<file path="config.mk">
export PLATFORM = sky130hd
export DESIGN_NAME = frm_inserter
export DESIGN_NICKNAME = d
export VERILOG_FILES = /design/src/rtl/frm_pkg.sv /design/src/rtl/frm_pos_track.sv /design/src/rtl/frm_corrupt_ctl.sv /design/src/rtl/frm_byte_mux.sv /design/src/rtl/frm_inserter.sv
export SDC_FILE = /design/constraint.sdc
export NUM_CORES = 1
export LEC_CHECK = 0
export ABC_AREA = 1
export CAP_MARGIN = 20
export CORE_UTILIZATION = 50
export DETAILED_ROUTE_END_ITERATION = 10
export GPL_ROUTABILITY_DRIVEN = 0
export MAX_ROUTING_LAYER = met4
export PLACE_DENSITY = 0.78
export REMOVE_ABC_BUFFERS = 1
export SLEW_MARGIN = 40
export SYNTH_ARGS = -nofsm -noshare
export SYNTH_HDL_FRONTEND = slang
export SYNTH_SLANG_ARGS = --single-unit
</file>
<file path="constraint.sdc">
create_clock -name clk -period 3.7 [get_ports clk]
set_clock_uncertainty 0.05 [all_clocks]
set_input_delay 0.74 -clock clk [delete_from_list [all_inputs] [get_ports clk]]
set_output_delay 0.74 -clock clk [all_outputs]
set_load 0.01 [all_outputs]
</file>
<file path="src/rtl/frm_pkg.sv">
`timescale 1ns/1ps
package frm_pkg;
    typedef enum logic [1:0] {
        CS_IDLE  = 2'd0,
        CS_ARMED = 2'd1,
        CS_BURST = 2'd2,
        CS_SPENT = 2'd3
    } corrupt_state_e;
endpackage

</file>
<file path="src/rtl/frm_pos_track.sv">
`timescale 1ns/1ps
module frm_pos_track #(
    parameter int FRAME_BYTES = 9720,
    parameter int POS_W       = $clog2(FRAME_BYTES)
) (
    input  logic             clk,
    input  logic             rst_n,
    input  logic             sof_i,
    output logic [POS_W-1:0] cur_pos,
    output logic             aligned,
    output logic             aligned_q
);
    localparam logic [POS_W-1:0] LAST = POS_W'(FRAME_BYTES - 1);

    logic [POS_W-1:0] pos_q;

    // offset of the byte currently on data_i
    always_comb begin
        if (sof_i) begin
            cur_pos = '0;
            aligned = 1'b1;
        end else if (aligned_q) begin
            cur_pos = (pos_q == LAST) ? '0 : pos_q + POS_W'(1);
            aligned = 1'b1;
        end else begin
            cur_pos = '0;
            aligned = 1'b0;
        end
    end

    always_ff @(posedge clk) begin
        if (!rst_n) begin
            pos_q     <= '0;
            aligned_q <= 1'b0;
        end else begin
            pos_q     <= cur_pos;
            aligned_q <= aligned;
        end
    end
endmodule

</file>
<file path="src/rtl/frm_corrupt_ctl.sv">
`timescale 1ns/1ps
module frm_corrupt_ctl
    import frm_pkg::*;
#(
    parameter int CNT_W = 8
) (
    input  logic             clk,
    input  logic             rst_n,
    input  logic             sof_i,
    input  logic             err_en_i,
    input  logic [7:0]       bad_a1_i,
    input  logic [7:0]       bad_a2_i,
    input  logic [CNT_W-1:0] bad_frames_i,
    output logic             corrupt_o,
    output logic [7:0]       bad_a1_o,
    output logic [7:0]       bad_a2_o,
    output corrupt_state_e   state_o
);
    corrupt_state_e   state_q, state_d;
    logic [CNT_W-1:0] rem_q, rem_d;
    logic             en_q;
    logic             endless_q;
    logic             rise;

    assign rise = err_en_i & ~en_q;

    // next-state logic
    always_comb begin
        state_d = state_q;
        rem_d   = rem_q;
        unique case (state_q)
            CS_IDLE: begin
                if (rise) begin
                    state_d = CS_ARMED;
                    rem_d   = bad_frames_i;
                end
            end
            CS_ARMED: begin
                if (sof_i) begin
                    state_d = CS_BURST;
                    if (!endless_q) rem_d = rem_q - CNT_W'(1);
                end
            end
            CS_BURST: begin
                if (sof_i && !endless_q) begin
                    if (rem_q == '0) state_d = CS_SPENT;
                    else             rem_d   = rem_q - CNT_W'(1);
                end
            end
            CS_SPENT: begin
                state_d = CS_SPENT;
            end
        endcase
        if (!err_en_i) state_d = CS_IDLE;
    end

    // state register and arming capture
    always_ff @(posedge clk) begin
        if (!rst_n) begin
            state_q   <= CS_IDLE;
            rem_q     <= '0;
            en_q      <= 1'b0;
            endless_q <= 1'b0;
            bad_a1_o  <= '0;
            bad_a2_o  <= '0;
        end else begin
            state_q <= state_d;
            rem_q   <= rem_d;
            en_q    <= err_en_i;
            if (state_q == CS_IDLE && rise) begin
                endless_q <= (bad_frames_i == '0);
                bad_a1_o  <= bad_a1_i;
                bad_a2_o  <= bad_a2_i;
            end
        end
    end

    // outputs
    always_comb begin
        state_o   = state_q;
        corrupt_o = (state_q == CS_BURST) && err_en_i;
    end
endmodule

</file>
<file path="src/rtl/frm_byte_mux.sv">
`timescale 1ns/1ps
module frm_byte_mux #(
    parameter int         NCH    = 12,
    parameter int         POS_W  = 14,
    parameter logic [7:0] A1_PAT = 8'hF6,
    parameter logic [7:0] A2_PAT = 8'h28
) (
    input  logic             clk,
    input  logic             rst_n,
    input  logic [7:0]       data_i,
    input  logic             sof_i,
    input  logic [POS_W-1:0] cur_pos,
    input  logic             aligned,
    input  logic             corrupt,
    input  logic [7:0]       bad_a1,
    input  logic [7:0]       bad_a2,
    output logic [7:0]       data_o,
    output logic             sof_o,
    output logic [POS_W-1:0] pos_o
);
    localparam logic [POS_W-1:0] A2_START = POS_W'(NCH);
    localparam logic [POS_W-1:0] A1_LAST  = POS_W'(NCH - 1);
    localparam logic [POS_W-1:0] OH_END   = POS_W'(2 * NCH);

    logic [7:0] byte_d;

    always_comb begin
        byte_d = data_i;
        if (aligned && cur_pos < A2_START) begin
            byte_d = (corrupt && cur_pos == A1_LAST) ? bad_a1 : A1_PAT;
        end else if (aligned && cur_pos < OH_END) begin
            byte_d = (corrupt && cur_pos == A2_START) ? bad_a2 : A2_PAT;
        end
    end

    always_ff @(posedge clk) begin
        if (!rst_n) begin
            data_o <= '0;
            sof_o  <= 1'b0;
            pos_o  <= '0;
        end else begin
            data_o <= byte_d;
            sof_o  <= sof_i;
            pos_o  <= cur_pos;
        end
    end
endmodule

</file>
<file path="src/rtl/frm_inserter.sv">
`timescale 1ns/1ps
module frm_inserter
    import frm_pkg::*;
#(
    parameter int         NCH         = 12,
    parameter int         FRAME_BYTES = 9720,
    parameter int         CNT_W       = 8,
    parameter logic [7:0] A1_PAT      = 8'hF6,
    parameter logic [7:0] A2_PAT      = 8'h28,
    localparam int        POS_W       = $clog2(FRAME_BYTES)
) (
    input  logic             clk,
    input  logic             rst_n,
    input  logic             sof_i,
    input  logic [7:0]       data_i,
    input  logic             err_en_i,
    input  logic [7:0]       bad_a1_i,
    input  logic [7:0]       bad_a2_i,
    input  logic [CNT_W-1:0] bad_frames_i,
    output logic             sof_o,
    output logic [7:0]       data_o,
    output logic [POS_W-1:0] pos_o
);
    logic [POS_W-1:0] cur_pos_w;
    logic             aligned_w;
    logic             aligned_q_w;
    logic             corrupt_w;
    logic [7:0]       cap_a1_w;
    logic [7:0]       cap_a2_w;
    corrupt_state_e   state_w;

    frm_pos_track #(
        .FRAME_BYTES(FRAME_BYTES),
        .POS_W      (POS_W)
    ) u_pos (
        .clk      (clk),
        .rst_n    (rst_n),
        .sof_i    (sof_i),
        .cur_pos  (cur_pos_w),
        .aligned  (aligned_w),
        .aligned_q(aligned_q_w)
    );

    frm_corrupt_ctl #(
        .CNT_W(CNT_W)
    ) u_ctl (
        .clk         (clk),
        .rst_n       (rst_n),
        .sof_i       (sof_i),
        .err_en_i    (err_en_i),
        .bad_a1_i    (bad_a1_i),
        .bad_a2_i    (bad_a2_i),
        .bad_frames_i(bad_frames_i),
        .corrupt_o   (corrupt_w),
        .bad_a1_o    (cap_a1_w),
        .bad_a2_o    (cap_a2_w),
        .state_o     (state_w)
    );

    frm_byte_mux #(
        .NCH   (NCH),
        .POS_W (POS_W),
        .A1_PAT(A1_PAT),
        .A2_PAT(A2_PAT)
    ) u_mux (
        .clk    (clk),
        .rst_n  (rst_n),
        .data_i (data_i),
        .sof_i  (sof_i),
        .cur_pos(cur_pos_w),
        .aligned(aligned_w),
        .corrupt(corrupt_w),
        .bad_a1 (cap_a1_w),
        .bad_a2 (cap_a2_w),
        .data_o (data_o),
        .sof_o  (sof_o),
        .pos_o  (pos_o)
    );
endmodule

</file>
== Yosys cells after proc, flatten, opt, wreduce, memory -nomap -nowiden ==
Index checks and enable logic that the tools add are counted.
Storage, ports and cells
  register bits: 52
  latch bits: 0
  memories kept: 0
  logic and storage cells: 63
  memory bits (writable): 0
  bits in read-only memories: 0
  output and inout port bits: 23
  bits of input ports: 36
Operators by class
  shift operators: 0
  bitwise gates (word level): 2
  $add $sub $neg: 2
  order comparisons: 2
  multipliers: 0
  reduce and logical (&&, ||, !) cells: 15
  divide/modulo/power cells: 0
  equal/unequal tests: 12
  mux-type cells: 20
Operator list (count)
  $mux 8: 9
  $mux 14: 3
  $eq 14x4->1 const B: 2
  $pmux 8 s3: 1
  $logic_not 8->1: 2
  $add 14x1->14 const B: 1
  $eq 14x14->1 const B: 1
  $lt 14x4->1 const B: 1
  $lt 14x5->1 const B: 1
  $mux 2: 4
  $pmux 2 s4: 1
  $sub 8x1->8 const B: 1
  $logic_and 1x1->1: 7
  $ne 2x1->1 const B: 3
  $ne 2x2->1 const B: 3
  $reduce_and 6->1: 1
  $eq 2x2->1 const B: 2
  $reduce_and 4->1: 1
  $reduce_bool 3->1: 1
  $eq 2x1->1 const B: 1
  $logic_not 2->1: 1
  $mux 1: 2
  $reduce_and 2->1: 1
  $and 1x1->1: 1
  2 further kinds: 2

== Longest topological paths before layout ==
Gate-level depths: netlist (run 1).
  depth after elaboration: 9
  depth in mapped cells: 16
  gate-level depth less buffers: 15

== By module ==
Synthesis (run 1) repeated with hierarchy kept, for this count alone.
Second synthesis, totals
  cells, all modules: 490
  area total of the unflattened synthesis: 3483.3 µm²
By module, submodules not included
  frm_corrupt_ctl: seq. area each 560.5 µm², cells an instance 204, times used 1, area each 1465.2 µm²
  frm_byte_mux: seq. area each 460.4 µm², cells an instance 152, times used 1, area each 1021.0 µm²
  frm_pos_track: seq. area each 300.3 µm², cells an instance 134, times used 1, area each 997.2 µm²

== Worst setup path before layout (run 1) ==
Ideal clock, no wire load.
  path kind: input-to-reg
  start: input port sof_i
  end: register u_mux.data_o[1]
  buffers on the path: 1
  required time: 3541 ps
  arrival time: 1939 ps
  stages: 11
  setup time: 109 ps
  slack: 1602 ps
  path through: nor2_2 inv_1 nor2_2 buf_6 nand2_1 nor3_1 nand3_2 nor2_4 a21oi_1 nand2_1 inv_1
Between the ends
  word-level cells in the longest chain between the ends: 6
  elaborated cells between the ends (all ways): 14
  those cells by class: order compare: 2; eq/ne: 2; mux: 6; reduce/logical: 4
Ends and longest elaborated chain
  start: declaration: line frm_inserter.sv:14  | input logic sof_i,
  branches (longest 5 deep; another with $lt 14x5->1)
  $mux 8 *: line frm_byte_mux.sv:29  | if (aligned && cur_pos < A2_START) begin
  end signal: assignment: line frm_byte_mux.sv:42  | data_o <= byte_d;
  end: declaration: line frm_byte_mux.sv:17  | output logic [7:0] data_o,
Mark *: on every way between the ends.
A chain may end at the register's enable or synchronous reset.

== Final worst setup path (run 1) ==
Ends and elaborated chain as after synthesis.

==> results.toml, run 1 <==
[status]
status = "complete, no violations"

[route]
vias = 2783
viasPerCell = 5.20
wirelength_mm = 6.60
drtPass1Iterations = 4
antenna_left = 0
drt_iter0_drc = 145
drt-wirelength-per-cell_um = 12.3
drc = 0

[finish]
final_nets = 507
antenna_cells = 0
final_common_cell = "nand2_1"
layout_common_cells = "nand2_1 (77), clkdlybuf4s50_1 (58), dfxtp_1 (52), inv_1 (48), nor2_1 (48)"
syn2layout_area_growth_pct = 26.6
drive_gt1_frac = 0.0968

[grt]
overflow = 0
antenna_found_initial = 0
grt_max_degree = 31
grt_pass1_wl_mm = 11.0
track_usage = 0.238
first_global_vias = 2526

[clock_network]
cts_root_buffer = "clkbuf_8"
cts.sinks = 52
cts_inserted_buffers = 5
path_clk_slew_ps = 90
insertion_delay_ps = 310
post_cts_buffers = 0
htreeDepth = 2
cts.repair.resized = 0
cts_buffer_depth = 2
cts_tree = "built"
cts.hold.buffers_added = 0

[power]
p_per_area_nw_per_um2 = 360
peakVddDrop_uv = 219
p_leak_nw = 1.49

[sta]
max_slew_margin = 0.512
finalSetupTns_ps = 0
timing.hold.ws_ps = 413
drv_slew = 0
finalCritPeriodShare = 0.765
tightest_slew_ps = 730
finalSetupViolations = 0
period_minus_slack_ps = 2830
hold_viol = 0
rsz0062_at_grt = "no"
fmax_mhz = 353

[synth]
yosys.area_share.simple = 0.368
yosysWarnings = 0
synth_area_um2 = 2810
synth_top_family_by_area = "simple AND/OR/NAND/NOR gates"
synthMuxAreaShare = 0
synth_cell_type_count = 33
synthXorXnorAreaFrac = 0.00934
synth_fa_ha_area_frac = 0.0311
synth-compound-area-share = 0.131
yosysSeqAreaShare = 0.370
synthCells = 406
ys_ff_latch = 52
syn_avg_cell_area_um2 = 6.93

[die]
num_rows = 26
ios = 59
start_util = 0.534
core_um2 = 5270
die_width_um = 77
die_h_um = 77
die-area_um2 = 5930

[setup_path]
path_class = "in2reg"
path_max_fanout = 11
critPathLaunchType = "input port"
crit_path_start = "sof_i"
cp.arrival_ps = 3000
r2r_start = "u_mux.pos_o[0]$_SDFF_PN0_"
critPathRequiredTime_ps = 3870
rrSetupSlack_ps = 1200
crit_path_end_kind = "register"

[placement]
io_buffers = 58
hpwl_mm = 4.97

[hold_path]
hp-class = "reg2reg"
hp-start = "u_ctl.bad_a1_o[7]$_SDFFE_PN0P_"

[flow_run]
maxCapViolCount = 0
## cells in the mapped netlist (all sizes together)
cell type | count | area [um2]
nand4 | 9 | 62.6
nand3 | 44 | 253
a21oi | 34 | 174
nand2 | 87 | 367
nor4 | 4 | 25.0
ha | 7 | 87.6
o221ai | 1 | 8.76
o211ai | 1 | 7.51
buf | 2 | 16.3
nor3 | 4 | 20.0
inv | 53 | 199
nor2 | 62 | 303
o21ai | 24 | 120
or2 | 1 | 6.26
a211oi | 2 | 15.0
clkbuf | 7 | 26.3
a31oi | 2 | 12.5
o21bai | 3 | 22.5
xor2 | 3 | 26.3
dfxtp | 52 | 1040
a311oi | 1 | 8.76
clkinv | 3 | 11.3
## where the power goes
group	total (mW)	internal, mW	leakage (nW)	switching (mW)
Sequential	0.625	0.601	0.427	0.0240
Combinational	0.272	0.117	1.01	0.155
Clock	0.385	0.201	0.0552	0.184
## layout make-up
class | instances | area (um2)
sequential | 52 | 1040
clock inverter | 2 | 35.0
fill | 495 | 1710
clock buffer | 6 | 72.6
tap | 70 | 87.6
timing repair buffer | 60 | 596
inverter | 56 | 210
multi-input combinational | 289 | 1520
## final timing paths
check             depth (start not counted)                             end
hold / removal                            2  u_ctl.bad_a1_o[7]$_SDFFE_PN0P_
setup / recovery                         11      u_mux.data_o[1]$_SDFF_PN0_
setup reg to reg                         13      u_mux.data_o[1]$_SDFF_PN0_
hold reg to reg                           2  u_ctl.bad_a1_o[7]$_SDFFE_PN0P_
## sequential cells by signal, indices dropped and copies added (netlist names)
register and flops:
u_ctl.state_o 2, u_ctl.bad_a2_o 8, u_pos.aligned_q 1, u_ctl.bad_a1_o 8, u_mux.data_o 8, u_ctl.endless_q 1, u_mux.pos_o 14, u_ctl.en_q 1
u_ctl.rem_q 8, u_mux.sof_o 1
## through the flow
stage          std cells  total power, mW   util  instance area [um2]  setup WS, ps
3_3_place_gp         527            0.902  0.655                 3450           650
5_1_grt              535             1.36  0.676                 3560           676
6_report             535             1.28  0.676                 3560           870
4_1_cts              535             1.29  0.676                 3560           900
2_1_floorplan        397            0.807      -                 2770          1380
3_5_place_dp         527            0.908  0.655                 3450           580
## critical path: stages
cell and delay [ps]:
clkdlybuf4s50_1 460, nor2_2 230, inv_1 70, nor2_2 470, nand2_1 190, nor3_1 310, nand3_2 150, nor2_4 180
a21oi_1 90, nand2_1 70, inv_1 30
## metal layers
metal	vias up	GRT usage	part of all wire
li1	1440	-	-
met4	0	0.0906	0.017
met3	12	0.0310	0.047
met5	-	-	0
met2	67	0.396	0.47
met1	1264	0.293	0.46
## logic make-up (layout without fill, tap and decap cells)
group           after synthesis  count (layout)
xor+xnor                      3               3
simple gates                211             211
fa+ha+maj                     7               7
flops                        52              52
compound gates               68              68
buf+inv                      65             124
No activity file was read; power rests on OpenSTA's default activity.
==> run 2, diff against run 1 <==
Settings changed: CORE_UTILIZATION 50 to 46, PLACE_DENSITY 0.78 to 0.76.
Clock period 3.7 ns to 2.3 ns, I/O delays scaled along.
==> run 2 against run 1 <==
  * Non-clock buffer count increased by 14
  * Utilization decreased by 5.2 points
  * Register-to-register slack lost 1000 ps
  * Combinational power increased by 72%
  * Hold slack worse by 4.1 ps
  * Final area grew 3.6%
  * Routed wire length increased by 3.5%
  * Sequential share of layout area shrank 0.85 points
  * Via count up 1.8%
  * Critical path type is now reg2reg
==> results.toml, run 2 (synthesis results as in run 1) <==
[status]
status = "complete, no violations"

[clock_network]
cts_buffer_depth = 2
cts.sinks = 52
htreeDepth = 2
cts_root_buffer = "clkbuf_8"
cts.hold.buffers_added = 0
cts_tree = "built"
path_clk_slew_ps = 110
insertion_delay_ps = 310
cts_inserted_buffers = 5
post_cts_buffers = 0

[placement]
hpwl_mm = 5.12
dpl_cell_area_um2 = 3580
io_buffers = 58
dpl_worst_slack_ps = 4.25

[power]
p_switching_uw = 628
combPwrFrac = 0.231
peakVddDrop_uv = 442
pwr-share-clk = 0.272
p_int_mw = 1.40
p_leak_nw = 1.55
p_per_area_nw_per_um2 = 549
seq_power_share = 0.497
swShare = 0.310

[grt]
grt_pass1_wl_mm = 11.5
grt_max_degree = 37
first_global_vias = 2660
overflow = 0
track_usage = 0.233
antenna_found_initial = 0

[route]
vias = 2833
antenna_left = 0
drc = 0
drt_iter0_drc = 157
wirelength_mm = 6.83
drt-wirelength-per-cell_um = 12.3
drtPass1Iterations = 4
viasPerCell = 5.11

[sta]
period_minus_slack_ps = 2100
tightest_slew_ps = 426
finalCritPeriodShare = 0.913
finalSetupTns_ps = 0
drv_slew = 0
fmax_mhz = 476
rsz0062_at_grt = "no"
finalSetupViolations = 0
hold_viol = 0
max_slew_margin = 0.716
setup_ws_ps = 200
timing.hold.ws_ps = 409

[setup_path]
path_class = "reg2reg"
cp.arrival_ps = 2240
path_max_fanout = 10
critPathLaunchType = "register"
critPathRequiredTime_ps = 2440
crit_path_end_kind = "register"

[finish]
drive_gt1_frac = 0.138
regMostFlops = "u_mux.pos_o"
final_nets = 521
antenna_cells = 0
final_util = 0.623
design_area_um2 = 3690
largest_register_ffs = 14
layout_common_cells = "nand2_1 (77), clkdlybuf4s50_1 (58), inv_1 (48), nor2_1 (48), dfxtp_1 (47)"
syn2layout_area_growth_pct = 31.2
final_common_cell = "nand2_1"

[die]
ios = 59
die-area_um2 = 6430
die_h_um = 80.2
die_width_um = 80.2
core_um2 = 5920
start_util = 0.475
num_rows = 28

[hold_path]
hp-class = "reg2reg"

[flow_run]
maxCapViolCount = 0
run 2: cell types whose count changed in the layout (fill, tap and decap cells not counted):
| cell | before | now |
|---|---|---|
| ha_4 | 0 | 1 |
| clkbuf_1 | 1 | 0 |
| buf_4 | 2 | 15 |
| buf_12 | 0 | 1 |
| ha_1 | 7 | 6 |
| inv_6 | 0 | 2 |
| clkinvlp_4 | 0 | 1 |
| clkinv_2 | 1 | 0 |
| dfxtp_1 | 52 | 47 |
| bufinv_16 | 1 | 0 |
| dfxtp_2 | 0 | 5 |
run 2: what timing repair did:
action | CTS | global route
endpoints found under the setup margin | 0 | 8
gates resized for setup | 0 | 7
hold endpoints to repair | 0 | 0
run 2: layer usage:
| metal | vias up | routed length (um) | track usage |
|---|---|---|---|
| met3 | 11 | 362 | 0.0364 |
| met1 | 1290 | 3150 | 0.293 |
| li1 | 1460 | - | - |
| met2 | 72 | 3250 | 0.395 |
| met4 | 0 | 68 | 0.0500 |
| met5 | - | 0 | - |
run 2: path summary, 6_finish.rpt:
path,from,end,slack (ps),depth (start not counted)
worst max-delay path,u_mux.pos_o[0]$_SDFF_PN0_,u_mux.data_o[3]$_SDFF_PN0_,200,13
worst max register to register,u_mux.pos_o[0]$_SDFF_PN0_,u_mux.data_o[3]$_SDFF_PN0_,200,13
worst min register to register,u_ctl.bad_a1_o[4]$_SDFFE_PN0P_,u_ctl.bad_a1_o[4]$_SDFFE_PN0P_,410,2
worst min-delay path,u_ctl.bad_a1_o[4]$_SDFFE_PN0P_,u_ctl.bad_a1_o[4]$_SDFFE_PN0P_,410,2
run 2: final cells by class:
type | count | area, um2
Inverter | 56 | 210
Multi-Input combinational cell | 289 | 1530
Timing Repair Buffer | 74 | 713
Clock inverter | 3 | 25.0
Sequential cell | 52 | 1050
Clock buffer | 5 | 68.8
Tap cell | 75 | 93.8
Fill cell | 554 | 2230
run 2: power by group through the flow:
stage,registers (mW),logic [mW],clock network (mW)
floorplan,1.02,0.275,0
global placement,1.02,0.450,0
detailed placement,1.03,0.462,0
CTS,1.01,0.468,0.559
global route,1.02,0.533,0.595
finish,1.01,0.469,0.550
run 2: stage by stage:
step | instances | power [mW]
detailed placement | 546 | 1.49
global placement | 546 | 1.47
finish | 554 | 2.03
CTS | 554 | 2.03
global route | 554 | 2.14
floorplan | 397 | 1.30
run 2: worst max-delay path, stage by stage, from the launching register on:
cell	delay [ps]
dfxtp_2	360
ha_4	160
nand2_1	90
nor2_1	100
nand2_1	70
nor2_2	140
nor2_2	70
buf_12	140
nand2_1	100
nand3_1	100
nor2_2	320
nand4_1	130
nand3_1	110
a21oi_2	50
